===== src/rtl/slave_cfg_loader.sv =====
module slave_cfg_loader #(
  parameter int          CLK_HZ    = 100_000_000,
  parameter int          CCLK_HALF = 2,
  parameter int          ADDR_W    = 24,
  parameter logic [31:0] MAGIC     = 32'h5352_544D,
  parameter logic [31:0] MAX_LEN   = 32'h0022_0000
) (
  input  logic              clk,
  input  logic              rst_n,
  input  logic              start,
  output logic              mem_rd,
  output logic [ADDR_W-1:0] mem_addr,
  input  logic [7:0]        mem_rdata,
  output logic              cfg_drive,
  output logic              cfg_prog_b,
  output logic              cfg_cclk,
  output logic              cfg_din,
  input  logic              cfg_init_b,
  input  logic              cfg_done,
  output logic              busy,
  output logic              ok,
  output logic              err,
  output logic [2:0]        err_code,
  output logic              done_warn
);
  localparam logic [31:0] PROG_CYC = 32'(CLK_HZ / 1000);
  localparam logic [31:0] INIT_CYC = 32'(CLK_HZ / 100);
  localparam logic [31:0] DONE_CYC = 32'(CLK_HZ / 10);
  localparam logic [7:0]  PH_HI    = 8'(CCLK_HALF);
  localparam logic [7:0]  PH_END   = 8'(2 * CCLK_HALF - 1);

  localparam logic [2:0] E_MAGIC = 3'd1, E_LEN = 3'd2, E_NOREACT = 3'd3,
                         E_INIT = 3'd4, E_MIDLOAD = 3'd5, E_DONE = 3'd6;

  typedef enum logic [3:0] {
    S_IDLE, S_HRD, S_HCAP, S_CHK, S_PROG, S_INIT, S_FRD, S_FCAP, S_SHIFT, S_TAIL
  } st_t;

  st_t         st;
  logic [63:0] hdr;
  logic [2:0]  idx;
  logic [31:0] cnt, timer, tail_t;
  logic [7:0]  sh, ph;
  logic [2:0]  bitn;
  logic        pad, tail_on;
  logic [1:0]  init_q, done_q;

  wire init_s = init_q[1];
  wire done_s = done_q[1];
  wire [31:0] len = hdr[31:0];

  assign mem_rd   = (st == S_HRD) || (st == S_FRD && cnt != len);
  assign mem_addr = (st == S_HRD) ? ADDR_W'(idx) : ADDR_W'(cnt + 32'd8);
  assign cfg_cclk = (st == S_SHIFT) && (ph >= PH_HI);
  assign cfg_din  = (st == S_SHIFT) && sh[7];

  always_ff @(posedge clk or negedge rst_n) begin
    if (!rst_n) begin
      st <= S_IDLE; hdr <= '0; idx <= '0; cnt <= '0; timer <= '0; tail_t <= '0;
      sh <= '0; ph <= '0; bitn <= '0; pad <= 1'b0; tail_on <= 1'b0;
      init_q <= '0; done_q <= '0;
      cfg_drive <= 1'b0; cfg_prog_b <= 1'b1;
      busy <= 1'b0; ok <= 1'b0; err <= 1'b0; err_code <= '0; done_warn <= 1'b0;
    end else begin
      init_q <= {init_q[0], cfg_init_b};
      done_q <= {done_q[0], cfg_done};
      if (tail_on) tail_t <= tail_t + 32'd1;
      case (st)
        S_IDLE: if (start) begin
          busy <= 1'b1; ok <= 1'b0; err <= 1'b0; err_code <= '0; done_warn <= 1'b0;
          idx <= '0; cnt <= '0; pad <= 1'b0; tail_on <= 1'b0;
          st <= S_HRD;
        end
        S_HRD: st <= S_HCAP;
        S_HCAP: begin
          hdr <= {hdr[55:0], mem_rdata};
          idx <= idx + 3'd1;
          st  <= (idx == 3'd7) ? S_CHK : S_HRD;
        end
        S_CHK: begin
          if (hdr[63:32] != MAGIC) begin
            st <= S_IDLE; busy <= 1'b0; err <= 1'b1; err_code <= E_MAGIC;
          end else if (len > MAX_LEN) begin
            st <= S_IDLE; busy <= 1'b0; err <= 1'b1; err_code <= E_LEN;
          end else begin
            done_warn <= done_s; cfg_drive <= 1'b1; cfg_prog_b <= 1'b0;
            timer <= '0; st <= S_PROG;
          end
        end
        S_PROG: begin
          if (timer == PROG_CYC - 32'd1) begin
            timer <= '0;
            if (init_s) begin
              st <= S_IDLE; busy <= 1'b0; err <= 1'b1; err_code <= E_NOREACT;
              cfg_drive <= 1'b0; cfg_prog_b <= 1'b1;
            end else begin
              cfg_prog_b <= 1'b1; st <= S_INIT;
            end
          end else timer <= timer + 32'd1;
        end
        S_INIT: begin
          if (timer == INIT_CYC - 32'd1) begin
            timer <= '0;
            if (!init_s) begin
              st <= S_IDLE; busy <= 1'b0; err <= 1'b1; err_code <= E_INIT;
              cfg_drive <= 1'b0;
            end else st <= S_FRD;
          end else timer <= timer + 32'd1;
        end
        S_FRD: begin
          if (cnt == len) begin
            tail_on <= 1'b1; tail_t <= '0; st <= S_TAIL;
          end else st <= S_FCAP;
        end
        S_FCAP: begin
          sh <= mem_rdata; ph <= '0; bitn <= '0; st <= S_SHIFT;
        end
        S_SHIFT: begin
          if (ph == PH_END) begin
            ph <= '0; sh <= {sh[6:0], 1'b0}; bitn <= bitn + 3'd1;
            if (bitn == 3'd7) begin
              if (pad) st <= S_TAIL;
              else if (!init_s) begin
                st <= S_IDLE; busy <= 1'b0; err <= 1'b1; err_code <= E_MIDLOAD;
                cfg_drive <= 1'b0;
              end else begin
                cnt <= cnt + 32'd1; st <= S_FRD;
              end
            end
          end else ph <= ph + 8'd1;
        end
        S_TAIL: begin
          if (done_s) begin
            st <= S_IDLE; busy <= 1'b0; ok <= 1'b1; cfg_drive <= 1'b0; tail_on <= 1'b0;
          end else if (tail_t >= DONE_CYC) begin
            st <= S_IDLE; busy <= 1'b0; err <= 1'b1; err_code <= E_DONE;
            cfg_drive <= 1'b0; tail_on <= 1'b0;
          end else begin
            sh <= 8'hFF; pad <= 1'b1; ph <= '0; bitn <= '0; st <= S_SHIFT;
          end
        end
        default: st <= S_IDLE;
      endcase
    end
  end

  p_no_drive_hdr_r1: assert property (@(posedge clk) disable iff (!rst_n)
    (st == S_HRD || st == S_HCAP || st == S_CHK) |-> !cfg_drive);
  p_prog_pins_low_r3: assert property (@(posedge clk) disable iff (!rst_n)
    (cfg_drive && !cfg_prog_b) |-> (!cfg_cclk && !cfg_din));
  p_din_stable_r6: assert property (@(posedge clk) disable iff (!rst_n)
    (cfg_cclk && $past(cfg_cclk)) |-> $stable(cfg_din));
  p_busy_end_r11: assert property (@(posedge clk) disable iff (!rst_n)
    $fell(busy) |-> (ok ^ err));
  p_status_excl_r11: assert property (@(posedge clk) disable iff (!rst_n)
    $onehot0({ok, err, busy}));
  p_code_hold_r11: assert property (@(posedge clk) disable iff (!rst_n)
    (!busy && !start) |=> $stable(err_code));
endmodule


===== config.mk =====
export PLATFORM = sky130hd
export DESIGN_NAME = slave_cfg_loader
export DESIGN_NICKNAME = d
export VERILOG_FILES = /design/src/rtl/slave_cfg_loader.sv
export SDC_FILE = /design/constraint.sdc
export NUM_CORES = 1
export LEC_CHECK = 0
export ABC_CLOCK_PERIOD_IN_PS = 3100
export CAP_MARGIN = 10
export CELL_PAD_IN_SITES_DETAIL_PLACEMENT = 1
export CELL_PAD_IN_SITES_GLOBAL_PLACEMENT = 2
export CORE_ASPECT_RATIO = 0.6
export CORE_MARGIN = 2
export CORE_UTILIZATION = 39
export CTS_CLUSTER_DIAMETER = 50
export DETAILED_ROUTE_END_ITERATION = 10
export GPL_ROUTABILITY_DRIVEN = 0
export PLACE_DENSITY_LB_ADDON = 0.3
export SYNTH_ARGS = -nofsm -noshare
export SYNTH_HDL_FRONTEND = slang
export SYNTH_SLANG_ARGS = --single-unit
export TNS_END_PERCENT = 20

===== constraint.sdc =====
create_clock -name clk -period 3.1 [get_ports clk]
set_input_delay 0.775 -clock clk [delete_from_list [all_inputs] [get_ports clk]]
set_output_delay 0.775 -clock clk [all_outputs]
set_load 0.1 [all_outputs]

# Word-level counts from Yosys, hierarchy flattened
# Cells that the tools add are included.
# Widths: inputs -> output; s select.
[totals] reg_bits=201 out_inout_bits=36 word_cells=201
[op_classes] n_addsub=7 magnitude_cmp=3 n_eq_ne=36 mux=105 n_reduce_logical=30
[op_table] operator="$mux 32" n=12
[op_table] operator="$add 32x1->32 const B" n=3
[op_table] operator="$pmux 32 s3" n=1
[op_table] operator="$pmux 32 s2" n=1
[op_table] operator="$mux 3" n=20
[op_table] operator="$mux 8" n=6
[op_table] operator="$pmux 8 s3" n=2
[op_table] operator="$mux 1" n=40
[op_table] operator="$pmux 4 s10" n=1
[op_table] operator="$mux 4" n=9
[op_table] operator="$eq 32x17->1 const B" n=1
[op_table] operator="$eq 32x20->1 const B" n=1
[op_table] operator="$eq 32x32->1" n=1
[op_table] operator="$ge 32x24->1 const B" n=1
[op_table] operator="$gt 32x22->1 const B" n=1
[op_table] operator="$ne 32x31->1 const B" n=1
[op_table] operator="$ne 32x32->1" n=1
[op_table] operator="$ne 2x2->1 const B" n=14
[op_table] operator="$add 24x4->24 const B" n=1
[op_table] operator="$mux 24" n=1
[op_table] operator="$reduce_and 10->1" n=2
[op_table] operator="$reduce_and 4->1" n=5
[op_table] operator="$pmux 3 s6" n=1
[op_table] operator="$eq 4x3->1 const B" n=4
[op_table] operator="other kinds (30)" n=51

# Longest topological paths before layout
# Gate-level depths: netlist of the first run.
[depth] word_depth=6 depth_mapped=9 ltp_nobuf=7

# Worst setup path before layout of the first run
# No wires, ideal clock.
[synth_path] path_kind="reg2out" start="reg cnt[5]" end="out mem_addr[18]" arrival_ns=2.943 t_required_ns=2.325 path_slack_ns=-0.618 path_stages_with_launch=7 path_buffers=1 path_cell_list="dfrtp_1 > clkbuf_1 > and4_1 > and3_1 > nand3_1 > or3_1 > a21oi_1"
[synth_via] elab_chain_cells=2
[synth_rtl] element="start: declaration" line="42" source="logic [31:0] cnt, timer, tail_t;"
[synth_rtl] element="start signal: assignment" line="59" source="st <= S_IDLE; hdr <= '0; idx <= '0; cnt <= '0; timer <= '0; tail_t <= '0;"
[synth_rtl] element="start signal: assignment" line="71" source="idx <= '0; cnt <= '0; pad <= 1'b0; tail_on <= 1'b0;"
[synth_rtl] element="start signal: assignment" line="127" source="cnt <= cnt + 32'd1; st <= S_FRD;"
[synth_rtl] element="$add 24x4->24" line="53" source="assign mem_addr = (st == S_HRD) ? ADDR_W'(idx) : ADDR_W'(cnt + 32'd8);"
[synth_rtl] element="$mux 24" line="53"
[synth_rtl] element="end: declaration" line="12" source="output logic [ADDR_W-1:0] mem_addr,"
# No other way between the ends.

# Worst setup path after layout of the first run
[layout_path] start="reg cnt[6]" end="out mem_addr[20]"
# The elaborated chain is that of the path after synthesis.

==> results.yml, run 1 <==
run:
  drv_cap: 0
sta:
  fmax_ghz: 0.3198
  rsz0062_at_grt: "true"
  worst_slack_ns: -0.02705
  maxSlewHeadroom_pct: 26.57
  worstMarginPinSlew_ns: 1.094
  setup_viol: 4
  tns_ns: -0.06998
  drv_slew: 0
  skew_ns: 0.01318
  hold_viol: 0
  fin_crit_ns: 3.127
  fin_crit_sh_pct: 100.9
grt:
  grt.total_usage_pct: 22.54
  grt_max_degree: 73
  grt_remaining_overflow: 0
  grt_pass1_vias: 8749
  antenna_found_initial: 0
  grt_pass1_wl_mm: 51.20
cells_and_area:
  stdcell_area_sq_um: 12990
  final_cells: 1533
  register_area_sq_um: 5041
  fillerInstances: 2913
  multi_input_area_sq_um: 5433
  syn2layout_area_growth_pct: 22.59
  layout-drive-gt1-share_pct: 20.80
  nets: 1179
  diodes: 0
worst_setup_path:
  cpPeakStageDelay_ns: 0.45
  cp_max_fo: 7
  crit_type: "flip-flop to output pin"
  worstPathArrival_ns: 2.35
  cp_slowest_cell: "dfrtp_2"
  cp-end-kind: "output pin"
  crit_chain: "and4_4 > and3_4 > nand3_2 > or3_4 > a21oi_4 > buf_12"
  worstPathRequired_ns: 2.32
  start_kind: "flip-flop"
power:
  switching_power_w: 0.003020
  p_leak_nw: 5.327
  combPwrFrac_pct: 25.0
  power_frac_clock_pct: 33.9
  p_int_w: 0.006038
  p_per_area_nw_per_um2: 697.2
  power_frac_seq_pct: 41.0
  netSwitchingFraction_pct: 33.34
  irDropWorstVdd_v: 0.0005298
routing:
  via_per_inst: 5.597
  ant_nets: 0
  routed_wirelength_mm: 31.22
  drt-pass1-iter-count: 5
  drt_iter0_drc: 647
  routedWlPerCell_microns: 20.36
  dr_total_vias: 8580
  post-route-drc-count: 0
synth:
  netlist_instances: 1096
  synth_area_per_cell_sq_um: 9.669
  async_flop_share_pct: 100.0
  yosys.area.top_type: "dfrtp_1"
  ys_seq_area_share_pct: 47.47
  synthMostInstantiatedCell: "dfrtp_1"
  ys_ff_latch: 201
  synth_top_area_share_pct: 47.23
  syn_area_sq_um: 10600
  synth_commonest_cells: "dfrtp_1, nor2_1, nand2_1"
  synthDistinctLibCells: 68
  synth_nets: 1120
  synth_warnings: 0
  ys.flop_type: "dfrtp_1"
  synth_area_leaders: "dfrtp_1, mux2_2, xnor2_1"
  synth_edf_count: 0
floorplan:
  die_h_microns: 131.7
  core_area_sq_um: 26530
  initial_core_util_pct: 39.94
  fp.dieArea_sq_um: 28550
  fp.dieW_microns: 216.8
  num_io_pins: 49
  row_count: 46
clock_tree:
  clk_latency_ns: 0.53
  htreeDepth: 1
  ctsHoldBuffers: 0
  path_clk_slew_ns: 0.07
  numCtsBuffers: 24
  cts_sinks: 201
  cts_root_buf: "clkbuf_16"
  cts_tree: "yes"
  cts_max_path_buffers: 3
place:
  dp_cells: 1476
  post_dp_cell_area_sq_um: 11890
  dp_hpwl_mm: 21.87
  io_buffers: 48
min_path:
  hp-class: "input pin to async pin"
outcome:
  violations: "setup timing"
  status: "complete, but fails checks"
## final timing paths
| path | start | endpoint | slack [ns] | cells after the start |
|---|---|---|---|---|
| max | cnt[6] | mem_addr[20] | -0.03 | 6 |
| max in group asynchronous | rst_n | hdr[49] | 2.08 | 2 |
| min | rst_n | timer[12] | 0.27 | 1 |
| min reg2reg | init_q[0] | init_q[1] | 0.35 | 0 |
| max reg2reg | st[0] | cnt[14] | 0.43 | 8 |
| min in group clk | init_q[0] | init_q[1] | 0.35 | 0 |
## final cells by class
cell class                      instances  share of cell area (%)
Inverter                               19                  0.5490
Clock inverter                          9                   1.059
Tap cell                              360                   3.467
Clock buffer                           35                   5.567
Multi-Input combinational cell        815                   41.82
Timing Repair Buffer                   94                   8.735
Sequential cell                       201                   38.80
## logic make-up after synthesis
family | count (synthesis) | synth area share, %
XOR/XNOR | 110 | 9.091
buffers and inverters | 80 | 2.999
multiplexers | 75 | 8.028
adder cells (fa/ha/maj) | 11 | 1.299
AND/OR/NAND/NOR | 465 | 22.20
flip-flops | 201 | 47.47
AO/OA/AOI/OAI | 154 | 8.914
## layer usage
metal  track usage (%)  part of all wire, %
met1             37.32                   54
met2             30.07                   40
met3             3.958                  4.7
met4             3.805                  1.6
met5                 0                    0
## through the flow
step                power [W]  hold WS [ns]  worst slack [ns]  util, %
CTS                  0.009110        0.2916          -0.03048    48.63
global placement     0.005905        0.3357            0.3338    44.80
floorplan            0.005135        0.3312           -0.2781        -
global route         0.009481        0.3102           -0.1257    48.96
finish               0.009058        0.2687          -0.02705    48.96
detailed placement   0.005978        0.3364            0.2403    44.80
## flip-flops by register name, summed over array words and instances, names as in the netlist
signal	count
hdr	64
cnt	32
tail_t	32
timer	32
ph	8
sh	8
st	4
bitn	3
err_code	3
idx	3
done_q	2
init_q	2
busy	1
cfg_drive	1
cfg_prog_b	1
done_warn	1
err	1
ok	1
pad	1
tail_on	1
## placed cells by master (no fill, tap or decap), types with 6 or more instances in the layout
| cell type | count |
|---|---|
| dfrtp_1 | 192 |
| nor2_1 | 119 |
| nand2_1 | 102 |
| o21ai_0 | 71 |
| mux2_2 | 68 |
| xnor2_1 | 67 |
| buf_4 | 49 |
| nand3_1 | 45 |
| xor2_1 | 39 |
| nand4_1 | 36 |
| nor3_1 | 32 |
| buf_12 | 31 |
| a21oi_1 | 25 |
| clkbuf_16 | 25 |
| or3_1 | 18 |
| inv_1 | 18 |
| nor4_1 | 17 |
| and3_1 | 16 |
| clkdlybuf4s50_1 | 11 |
| ha_1 | 10 |
| o22ai_1 | 9 |
| and2_1 | 8 |
| dfrtp_2 | 8 |
| nand2b_1 | 7 |
| nor2_2 | 7 |
| and4_1 | 7 |
| clkbuf_8 | 7 |
| o31ai_1 | 6 |
## worst max-delay path, delay by kind of cell, from the launching register on
family / cells / cell delay [ns]
buffers and inverters: 1 / 0.19
AO/OA/AOI/OAI: 1 / 0.17
AND/OR/NAND/NOR: 4 / 1.01
flip-flops: 1 / 0.45
## power groups by stage
stage / Clock [W] / Combinational [W] / Sequential (W)
final: 0.00307 / 0.00227 / 0.00372
after global routing: 0.00324 / 0.00244 / 0.00380
after CTS: 0.00314 / 0.00226 / 0.00370
after detailed placement: 0 / 0.00223 / 0.00374
after global placement: 0 / 0.00218 / 0.00373
after floorplan: 0 / 0.00151 / 0.00362
## repair_timing
| item | CTS | global route |
|---|---|---|
| pin swaps | 7 | 1 |
| cloned | 0 | 0 |
| gates resized for setup | 28 | 10 |
| setup buffers | 8 | 5 |
| setup endpoints to repair | 25 | 22 |
(Power assumes the default switching activity.)
==> inputs of run 2 (changes only) <==
- CAP_MARGIN: 10 -> 20
- SLEW_MARGIN: unset -> 0
==> run 2 against run 1 <==
The flow still finishes with violations (setup timing). First-iteration DRC count shrank 3.1%. Register-to-register slack worse by 0.02 ns. Via count shrank 0.14%. Count of clock-buffer cells in the layout is the same. Core utilization barely moved. Routed wire length about the same. Critical path depth is the same. Highest routed layer unchanged.
==> results.yml, run 2 (synthesis results as in run 1) <==
cells_and_area:
  diodes: 0
  syn2layout_area_growth_pct: 22.66
  finish.utilization_pct: 48.99
  top_register: "hdr"
  layout-drive-gt1-share_pct: 20.87
  fillerInstances: 2913
  mostFrequentLayoutCells: "dfrtp_1, nor2_1, nand2_1"
  nets: 1180
  final_common_cell: "dfrtp_1"
  final_cells: 1534
  largest_reg_flops: 64
clock_tree:
  htreeDepth: 1
  cts_root_buf: "clkbuf_16"
  cts_sinks: 201
  cts_max_path_buffers: 3
  ctsHoldBuffers: 0
  path_clk_slew_ns: 0.07
  clk_latency_ns: 0.53
  cts_tree: "yes"
  numCtsBuffers: 24
sta:
  hold_viol: 0
  maxSlewHeadroom_pct: 57.10
  fin_hold_ws_ns: 0.2657
  fin_crit_ns: 3.141
  skew_ns: 0.01346
  setup_viol: 3
  worstMarginPinSlew_ns: 0.6273
  drv_slew: 0
  fin_crit_sh_pct: 101.3
  fmax_ghz: 0.3183
  rsz0062_at_grt: "true"
  worst_slack_ns: -0.04134
worst_setup_path:
  cpPeakStageDelay_ns: 0.45
  worstPathRequired_ns: 2.32
  critPathBufInv: 1
  timing.rr.end: "cnt[14]"
  cp-end-kind: "output pin"
  worstPathArrival_ns: 2.37
  cp_slowest_cell: "dfrtp_2"
  worstRegToRegCells: 8
  crit_type: "flip-flop to output pin"
  path_common_cell: "nor2_1"
  crit_chain: "and4_4 > nand4_1 > nor2_1 > xnor2_1 > nor2_1 > buf_12"
  start_kind: "flip-flop"
  timing.rr.start: "st[0]"
  rrSetupSlack_ns: 0.41
  cp_max_fo: 7
  crit_family: "simple AND/OR/NAND/NOR gates"
power:
  power_frac_seq_pct: 41.1
  switching_power_w: 0.003026
  p_int_w: 0.006037
  irDropWorstVdd_v: 0.0005301
  netSwitchingFraction_pct: 33.39
  power_frac_clock_pct: 33.9
  combPwrFrac_pct: 25.0
  p_per_area_nw_per_um2: 697.3
  p_leak_nw: 5.331
run:
  drv_cap: 0
grt:
  grt_pass1_wl_mm: 51.20
  top_usage_layer: "met1"
  use_met3_pct: 3.958
  grt_remaining_overflow: 0
  grt_pass1_vias: 8749
  use_met1_pct: 37.32
  grt_util_met2_pct: 30.07
  grt_max_degree: 73
  grt.total_usage_pct: 22.54
  antenna_found_initial: 0
place:
  io_buffers: 48
  dp_hpwl_mm: 21.87
  dp_cells: 1476
floorplan:
  num_io_pins: 49
  row_count: 46
  fp.dieArea_sq_um: 28550
  fp.dieW_microns: 216.8
  core_area_sq_um: 26530
  initial_core_util_pct: 39.94
  die_h_microns: 131.7
routing:
  routed_wirelength_mm: 31.20
  ant_nets: 0
  drt_iter0_drc: 627
  via_per_inst: 5.585
  dr_total_vias: 8568
  routedWlPerCell_microns: 20.34
  drt-pass1-iter-count: 4
  post-route-drc-count: 0
outcome:
  violations: "setup timing"
  status: "complete, but fails checks"
min_path:
  hp-class: "input pin to async pin"
==> run 2: how the worst max path moves through the flow <==
stage          slack [ns]  depth (start not counted)  startpoint      endpoint
3_5_place_dp         0.24                          6      cnt[9]  mem_addr[20]
2_1_floorplan       -0.28                          5       st[2]      cfg_cclk
5_1_grt             -0.13                          6      cnt[6]  mem_addr[14]
6_report            -0.04                          6      cnt[6]  mem_addr[12]
4_1_cts             -0.03                          9      cnt[3]  mem_addr[19]
3_3_place_gp         0.33                          9      cnt[3]  mem_addr[19]
==> run 2: stage by stage <==
stage	total power (W)	instance area [sq um]	worst slack (ns)	setup TNS [ns]
after floorplan	0.005135	10630	-0.2781	-3.633
after global placement	0.005905	11890	0.3338	0
after detailed placement	0.005978	11890	0.2403	0
after CTS	0.009110	12900	-0.03048	-0.1233
after global routing	0.009481	13000	-0.1257	-0.8662
final	0.009064	13000	-0.04134	-0.1142
==> run 2: what timing repair did <==
item                                    4_1_cts  5_1_grt
endpoints found under the hold margin         0        0
endpoints found under the setup margin       25       22
setup buffers                                 8        5
resized for setup                            28       10
pin swaps                                     7        1
==> run 2: final cells by class <==
| type | instances | area, sq um | area share [%] |
|---|---|---|---|
| timing repair buffer | 95 | 1142 | 8.788 |
| multi-input combinational | 815 | 5433 | 41.79 |
| inverter | 19 | 71.32 | 0.5487 |
| tap | 360 | 450.4 | 3.465 |
| clock inverter | 9 | 137.6 | 1.059 |
| sequential | 201 | 5041 | 38.78 |
| clock buffer | 35 | 723.2 | 5.564 |
==> run 2: power by group through the flow <==
| stage | Clock (W) | Sequential, W | Combinational, W |
|---|---|---|---|
| CTS | 0.00314 | 0.00370 | 0.00226 |
| floorplan | 0 | 0.00362 | 0.00151 |
| detailed placement | 0 | 0.00374 | 0.00223 |
| finish | 0.00307 | 0.00373 | 0.00227 |
| global placement | 0 | 0.00373 | 0.00218 |
| global route | 0.00324 | 0.00380 | 0.00244 |
==> run 2: routing by layer <==
layer / vias to the layer above / share of wire (%)
met5: - / 0
met4: 0 / 1.5
met1: 4389 / 54
met3: 29 / 4.4
li1: 4005 / -
met2: 145 / 40
